## src/rtl/gesture_pkg.sv

```systemverilog
package gesture_pkg;

    typedef enum logic [2:0] {
        OP_NONE      = 3'd0,
        OP_REC_START = 3'd1,
        OP_REC_STOP  = 3'd2,
        OP_PLAY      = 3'd3,
        OP_STOP      = 3'd4,
        OP_FWD       = 3'd5,
        OP_ERASE     = 3'd6,
        OP_GERASE    = 3'd7
    } op_e;

    typedef enum logic [2:0] {
        ST_IDLE,
        ST_REC,
        ST_PLAY,
        ST_WAIT,
        ST_FHOLD,
        ST_EHOLD,
        ST_BLINK
    } st_e;

    localparam int NBTN    = 4;
    localparam int BTN_REC = 0;
    localparam int BTN_PLY = 1;
    localparam int BTN_ERS = 2;
    localparam int BTN_FWD = 3;

endpackage

```

## src/rtl/gest_edges.sv

```systemverilog
module gest_edges #(
    parameter int N = 4
) (
    input  logic         clk,
    input  logic         rst_n,
    input  logic [N-1:0] btn_n,
    output logic [N-1:0] fall
);
    logic [N-1:0] prev_d, prev_q;

    for (genvar i = 0; i < N; i++) begin : g_btn
        always_comb begin
            prev_d[i] = btn_n[i];
            fall[i]   = prev_q[i] & ~btn_n[i];
        end
    end

    always_ff @(posedge clk or negedge rst_n) begin
        if (!rst_n) prev_q <= '1;
        else        prev_q <= prev_d;
    end
endmodule

```

## src/rtl/gest_phase.sv

```systemverilog
module gest_phase #(
    parameter int BLINK_TICKS = 4
) (
    input  logic clk,
    input  logic rst_n,
    output logic phase
);
    localparam int BW = (BLINK_TICKS > 1) ? $clog2(BLINK_TICKS) : 1;

    typedef struct packed {
        logic [BW-1:0] tick;
        logic          ph;
    } ph_t;

    ph_t ph_d, ph_q;

    always_comb begin
        ph_d = ph_q;
        if (ph_q.tick == BW'(BLINK_TICKS - 1)) begin
            ph_d.tick = '0;
            ph_d.ph   = ~ph_q.ph;
        end else begin
            ph_d.tick = ph_q.tick + BW'(1);
        end
        phase = ph_q.ph;
    end

    always_ff @(posedge clk or negedge rst_n) begin
        if (!rst_n) ph_q <= '0;
        else        ph_q <= ph_d;
    end
endmodule

```

## src/rtl/gest_row_map.sv

```systemverilog
module gest_row_map #(
    parameter int SE_SLOTS   = 4,
    parameter int SE_ROWS    = 4,
    parameter int VOICE_BASE = 16,
    parameter int ROW_W      = 11
) (
    input  logic                        se,
    input  logic [$clog2(SE_SLOTS)-1:0] slot,
    output logic [ROW_W-1:0]            row
);
    always_comb begin
        if (se) row = ROW_W'(slot) * ROW_W'(SE_ROWS);
        else    row = ROW_W'(VOICE_BASE);
    end
endmodule

```

## src/rtl/gesture_ctrl.sv

```systemverilog
module gesture_ctrl
    import gesture_pkg::*;
#(
    parameter int HOLD_TICKS  = 150_000_000,
    parameter int BLINK_TICKS = 12_500_000,
    parameter int SE_SLOTS    = 4,
    parameter int SE_ROWS     = 4,
    parameter int VOICE_BASE  = 16,
    parameter int ROW_W       = 11
) (
    input  logic                        clk,
    input  logic                        rst_n,
    input  logic                        rec_n,
    input  logic                        play_n,
    input  logic                        erase_n,
    input  logic                        fwd_n,
    input  logic                        seq_done,
    input  logic                        at_edge_msg,
    output logic                        cmd_vld,
    output logic [2:0]                  cmd_op,
    output logic                        rdy,
    output logic                        led,
    output logic                        se_mode,
    output logic [$clog2(SE_SLOTS)-1:0] se_slot,
    output logic [ROW_W-1:0]            start_row
);
    localparam int HW     = $clog2(HOLD_TICKS + 1);
    localparam int BW     = (BLINK_TICKS > 1) ? $clog2(BLINK_TICKS) : 1;
    localparam int SW     = $clog2(SE_SLOTS);
    localparam int HALF_W = $clog2(2 * SE_SLOTS + 1);

    typedef struct packed {
        st_e             st;
        logic [HW-1:0]   hold;
        logic            se;
        logic [SW-1:0]   slot;
        logic [BW-1:0]   sub;
        logic [HALF_W-1:0] half;
        logic            vld;
        op_e             op;
    } ctl_t;

    ctl_t ctl_d, ctl_q;

    logic [NBTN-1:0] fall;
    logic            phase;
    logic            blink_act;
    logic            armed;
    logic [SW-1:0]   nxt_slot;

    gest_edges #(.N(NBTN)) u_edges (
        .clk   (clk),
        .rst_n (rst_n),
        .btn_n ({fwd_n, erase_n, play_n, rec_n}),
        .fall  (fall)
    );

    gest_phase #(.BLINK_TICKS(BLINK_TICKS)) u_phase (
        .clk   (clk),
        .rst_n (rst_n),
        .phase (phase)
    );

    gest_row_map #(
        .SE_SLOTS   (SE_SLOTS),
        .SE_ROWS    (SE_ROWS),
        .VOICE_BASE (VOICE_BASE),
        .ROW_W      (ROW_W)
    ) u_rows (
        .se   (ctl_q.se),
        .slot (ctl_q.slot),
        .row  (start_row)
    );

    always_comb begin
        ctl_d     = ctl_q;
        ctl_d.vld = 1'b0;
        ctl_d.op  = OP_NONE;
        armed     = (ctl_q.hold == HW'(HOLD_TICKS));
        nxt_slot  = (ctl_q.slot == SW'(SE_SLOTS - 1)) ? '0 : ctl_q.slot + SW'(1);

        unique case (ctl_q.st)
            ST_IDLE: begin
                if (fall[BTN_REC]) begin
                    ctl_d.vld = 1'b1; ctl_d.op = OP_REC_START; ctl_d.st = ST_REC;
                end else if (fall[BTN_PLY]) begin
                    ctl_d.vld = 1'b1; ctl_d.op = OP_PLAY; ctl_d.st = ST_PLAY;
                end else if (fall[BTN_ERS]) begin
                    ctl_d.st = ST_EHOLD; ctl_d.hold = '0;
                end else if (fall[BTN_FWD]) begin
                    ctl_d.st = ST_FHOLD; ctl_d.hold = '0;
                end
            end
            ST_REC: begin
                if (rec_n) begin
                    ctl_d.vld = 1'b1; ctl_d.op = OP_REC_STOP; ctl_d.st = ST_WAIT;
                end
            end
            ST_PLAY: begin
                if (fall[BTN_PLY]) begin
                    ctl_d.vld = 1'b1; ctl_d.op = OP_STOP; ctl_d.st = ST_WAIT;
                end else if (fall[BTN_FWD]) begin
                    ctl_d.vld = 1'b1; ctl_d.op = OP_FWD;
                end else if (seq_done) begin
                    if (!play_n) begin
                        ctl_d.vld = 1'b1; ctl_d.op = OP_PLAY;
                    end else begin
                        ctl_d.st = ST_IDLE;
                    end
                end
            end
            ST_WAIT: begin
                if (seq_done) ctl_d.st = ST_IDLE;
            end
            ST_EHOLD: begin
                if (erase_n) begin
                    if (at_edge_msg) begin
                        ctl_d.vld = 1'b1; ctl_d.op = OP_ERASE; ctl_d.st = ST_WAIT;
                    end else begin
                        ctl_d.st = ST_IDLE;
                    end
                end else if (ctl_q.hold == HW'(HOLD_TICKS - 1)) begin
                    ctl_d.vld = 1'b1; ctl_d.op = OP_GERASE; ctl_d.st = ST_WAIT;
                end else begin
                    ctl_d.hold = ctl_q.hold + HW'(1);
                end
            end
            ST_FHOLD: begin
                if (fwd_n) begin
                    if (armed) begin
                        ctl_d.st = ST_IDLE;
                    end else if (ctl_q.se) begin
                        ctl_d.slot = nxt_slot;
                        ctl_d.st   = ST_BLINK;
                        ctl_d.sub  = '0;
                        ctl_d.half = HALF_W'({({1'b0, nxt_slot} + (SW+1)'(1)), 1'b0});
                    end else begin
                        ctl_d.vld = 1'b1; ctl_d.op = OP_FWD; ctl_d.st = ST_WAIT;
                    end
                end else if (armed && fall[BTN_REC]) begin
                    ctl_d.st  = ST_BLINK;
                    ctl_d.sub = '0;
                    if (ctl_q.se) begin
                        ctl_d.se   = 1'b0;
                        ctl_d.half = HALF_W'(4);
                    end else begin
                        ctl_d.se   = 1'b1;
                        ctl_d.slot = '0;
                        ctl_d.half = HALF_W'(2);
                    end
                end else if (!armed) begin
                    ctl_d.hold = ctl_q.hold + HW'(1);
                end
            end
            ST_BLINK: begin
                if (ctl_q.sub == BW'(BLINK_TICKS - 1)) begin
                    ctl_d.sub  = '0;
                    ctl_d.half = ctl_q.half - HALF_W'(1);
                    if (ctl_q.half == HALF_W'(1)) ctl_d.st = ST_IDLE;
                end else begin
                    ctl_d.sub = ctl_q.sub + BW'(1);
                end
            end
            default: ctl_d.st = ST_IDLE;
        endcase
    end

    always_ff @(posedge clk or negedge rst_n) begin
        if (!rst_n) begin
            ctl_q    <= '0;
            ctl_q.st <= ST_IDLE;
            ctl_q.op <= OP_NONE;
        end else begin
            ctl_q <= ctl_d;
        end
    end

    always_comb begin
        blink_act = (ctl_q.st == ST_BLINK);
        cmd_vld   = ctl_q.vld;
        cmd_op    = ctl_q.op;
        se_mode   = ctl_q.se;
        se_slot   = ctl_q.slot;
        rdy       = !(ctl_q.st inside {ST_REC, ST_PLAY, ST_WAIT});
        unique case (ctl_q.st)
            ST_REC:           led = 1'b1;
            ST_PLAY, ST_WAIT: led = phase;
            ST_BLINK:         led = ~ctl_q.half[0];
            default:          led = 1'b0;
        endcase
    end
endmodule

```

## config.mk

```make
export PLATFORM = sky130hd
export DESIGN_NAME = gesture_ctrl
export DESIGN_NICKNAME = d
export VERILOG_FILES = /design/src/rtl/gesture_pkg.sv /design/src/rtl/gest_edges.sv /design/src/rtl/gest_phase.sv /design/src/rtl/gest_row_map.sv /design/src/rtl/gesture_ctrl.sv
export SDC_FILE = /design/constraint.sdc
export NUM_CORES = 1
export LEC_CHECK = 0
export BUFFER_PORTS_ARGS = -buffer_cell sky130_fd_sc_hd__buf_2
export CORE_MARGIN = 2
export CORE_UTILIZATION = 62
export DETAILED_ROUTE_END_ITERATION = 7
export GPL_TIMING_DRIVEN = 0
export PLACE_DENSITY = 0.84
export SLEW_MARGIN = 20
export SYNTH_ARGS = -nofsm -noshare
export SYNTH_HDL_FRONTEND = slang
export SYNTH_SLANG_ARGS = --single-unit
```

## constraint.sdc

```tcl
create_clock -name clk -period 2.4 [get_ports clk]
set_input_delay 0.12 -clock clk [delete_from_list [all_inputs] [get_ports clk]]
set_output_delay 0.12 -clock clk [all_outputs]
set_load 0.02 [all_outputs]
```

==> run_results.csv <==
group,metric,value,unit
run_status,status,"finished, final reports clean",
setup_path,reg2reg_slack,0.04,ns
global_routing,grtUsageTotal,28.03,%
detailed_routing,firstDrtPassIters,5,
global_routing,grt_pass1_wl,22860,microns
clock_tree,cts_buffer_depth,2,
sta,finalSetupViolations,0,
setup_path,reg2reg_to,"ctl_q[65]",
power,p_total,0.004929,W
cells_and_area,drive_above_1_share,17.56,%
clock_tree,clock_latency,0.37,ns
clock_tree,cts_root_buf,"clkbuf_8",
synth,avgSynthCellArea,8.972,sq um
global_routing,grt_max_degree,78,
floorplanning,dieArea,9941,sq um
sta,worstMarginPinSlew,0.6112,ns
setup_path,path_max_fanout,5,
global_routing,grt_pass1_vias,4939,
synth,syn-cell-area,5679,sq um
sta,skew,0.01683,ns
floorplanning,ios,28,
sta,rsz0062_at_grt,"true",
synth,syn_inst,633,
synth,synth.distinct_cells,77,
hold_path,hold_path.class,"in2async",
clock_tree,cts_buffers,9,
sta,relSlewSlack,58.91,%
sta,hold_violations,0,
detailed_routing,post_drt_wl_per_cell,17.44,microns
floorplanning,initial_utilization,64.49,%
setup_path,worstReg2RegStart,"ctl_q[8]",
cells_and_area,area_growth,13.04,%
synth,synth-edff-count,0,
synth,async_reset_ff_share,100.0,%
cells_and_area,instances_no_fill,797,
detailed_routing,route.vias.total,5133,
sta,post-route-period-util,98.17,%
setup_path,crit_arrival,2.60,ns
setup_path,critPathRequiredTime,2.64,ns
setup_path,endpoint_kind,"flop",
clock_tree,htree_levels,3,
detailed_routing,viasPerCell,6.440,
floorplanning,dieWidth,99.71,microns
global_routing,antenna_found_initial,0,
sta,timing.final.ws_setup,0.04381,ns
place,dp_slack,-0.1662,ns
synth,yosysWarningCount,0,
floorplanning,core_area,8806,sq um
floorplanning,die_h,99.71,microns
sta,min_period,2.356,ns
clock_tree,path_clk_slew,0.10,ns
cells_and_area,fin_area,6420,sq um
setup_path,critPathLaunchType,"flop",
setup_path,worstRegToRegCells,7,
detailed_routing,drt_iter0_drc,363,
power,peakVddDrop,0.0005453,V
cells_and_area,nets,700,
place,dp.cells,768,
place,dp_hpwl,9234,microns
setup_path,path_class,"reg2reg",
sta,drv_slew,0,
detailed_routing,wl,13900,microns
flow_run,drv_cap,0,
power,p_per_area,767.7,nW/um^2
synth,ys_ff_latch,95,
global_routing,grt_overflow,0,
place,placed_cell_area,5969,sq um
power,p_leak,2.794,nW
detailed_routing,ant_nets,0,
clock_tree,cts.sinks,95,
synth,synth_ff_type,"dfrtp_1",
synth,yosysSeqAreaShare,41.95,%
cells_and_area,post-route-util,72.90,%
detailed_routing,drc,0,
clock_tree,cts_tree,"done",
place,gp_congestion,0.9300,
place,io_buffers,19,
floorplanning,fp-row-count,34,
cells_and_area,n_antenna_cell,0,
sta,timing.fmax,424.4,MHz
-- worst max-delay path: stages, from the launching register on --
cell and delay, ns:
dfrtp_1 0.44, ha_1 0.24, and4_1 0.30, nand3_1 0.19, o21ai_4 0.26, nor3b_1 0.30
nand3_2 0.16, mux2_1 0.34
-- cells in the mapped netlist (3+ instances only) --
| library cell | n | area, sq um |
|---|---|---|
| nand4_1 | 14 | 87.58 |
| o31ai_1 | 27 | 202.7 |
| ha_1 | 8 | 100.1 |
| buf_2 | 9 | 45.04 |
| and2_1 | 10 | 62.56 |
| a31oi_1 | 14 | 87.58 |
| o2bb2ai_1 | 3 | 26.28 |
| nor2_1 | 51 | 191.4 |
| nor4_1 | 7 | 43.79 |
| o21ai_1 | 8 | 40.04 |
| or4_1 | 4 | 30.03 |
| nor3_1 | 13 | 65.06 |
| xnor2_1 | 7 | 61.31 |
| nor4_4 | 3 | 63.81 |
| dfstp_2 | 4 | 105.1 |
| and3_1 | 11 | 68.82 |
| nand3_1 | 41 | 205.2 |
| dfrtp_1 | 91 | 2277 |
| and4_1 | 11 | 96.34 |
| o22ai_1 | 3 | 18.77 |
| clkbuf_1 | 14 | 52.55 |
| o211ai_1 | 3 | 22.52 |
| nand2_1 | 49 | 183.9 |
| xor2_1 | 15 | 131.4 |
| a21oi_1 | 27 | 135.1 |
| or3_1 | 4 | 25.02 |
| nand2b_1 | 6 | 37.54 |
| o22a_1 | 5 | 43.79 |
| nor2b_1 | 14 | 87.58 |
| o21ai_0 | 65 | 325.3 |
| buf_4 | 16 | 120.1 |
| inv_1 | 20 | 75.07 |
-- sequential cells by signal (all words and copies together), names as in the netlist --
name            count
ctl_q              59
u_phase.ph_q       24
u_edges.prev_q      4
cmd_op              3
se_slot             2
cmd_vld             1
se_mode             1
u_phase.phase       1
-- stage by stage --
stage / setup TNS, ns / hold WS, ns
floorplan: 0 / -0.1756
global placement: -0.8261 / 0.2722
detailed placement: -1.215 / -0.02626
CTS: 0 / 0.1302
global route: -0.1200 / 0.1479
finish: 0 / 0.1473
-- placed cells by master (no fill, tap or decap), types with 7 or more instances in the layout --
master	n
o31ai_1	25
and2_1	10
buf_4	24
nand2_1	49
and4_1	11
o21ai_1	9
clkbuf_8	9
inv_1	20
xnor2_1	7
clkbuf_1	8
xor2_1	15
buf_2	25
a21oi_1	26
nor2_1	51
and3_1	11
o21ai_0	62
nor2b_1	13
nor3_1	10
nand4_1	14
nand3_1	41
a31oi_1	14
dfrtp_1	85
conb_1	8
ha_1	7
-- worst max-delay path by stage --
stage / start / to
after detailed placement: ctl_q[63] / ctl_q[58]
final: ctl_q[8] / ctl_q[65]
after global routing: ctl_q[48] / ctl_q[55]
after CTS: ctl_q[8] / ctl_q[20]
after global placement: ctl_q[63] / ctl_q[55]
after floorplan: ctl_q[35] / ctl_q[65]
-- logic make-up after synthesis --
| family | after synthesis | synth area share (%) |
|---|---|---|
| buffers and inverters | 62 | 5.508 |
| multiplexers | 4 | 0.7490 |
| XOR/XNOR | 22 | 3.393 |
| other | 1 | 0.06603 |
| AND/OR/NAND/NOR | 261 | 26.50 |
| adder cells (fa/ha/maj) | 8 | 1.763 |
| flip-flops | 95 | 41.95 |
| AO/OA/AOI/OAI | 180 | 20.07 |
-- cell type report --
| type | instances | area (sq um) |
|---|---|---|
| multi-input combinational | 483 | 3119 |
| sequential | 95 | 2390 |
| fill | 674 | 2386 |
| buffer | 41 | 252.7 |
| timing repair buffer | 34 | 246.5 |
| tap | 108 | 135.1 |
| clock buffer | 9 | 123.9 |
| clock inverter | 7 | 77.57 |
| inverter | 20 | 75.07 |
-- power breakdown --
group / internal [W] / switching (W) / total (W)
logic: 0.000640 / 0.000969 / 0.00161
registers: 0.00189 / 0.000319 / 0.00221
clock network: 0.000497 / 0.000614 / 0.00111
total: 0.00303 / 0.00190 / 0.00493
-- metal layers --
| layer | track usage (%) | vias up | share of wire [%] |
|---|---|---|---|
| met5 | 0 | - | 0 |
| met4 | 8.957 | 0 | 1.3 |
| met3 | 3.373 | 18 | 5.4 |
| met2 | 47.40 | 175 | 50 |
| met1 | 37.87 | 2519 | 43 |
| li1 | - | 2421 | - |
-- what timing repair did --
action                     in CTS  in global routing
hold endpoints to repair       95                  0
setup endpoints to repair      15                 73
pin swaps                       2                  9
setup buffers                   2                  7
gates resized for setup         2                 42
hold buffers                    5                  0
Power figures use the tool's default switching activity.
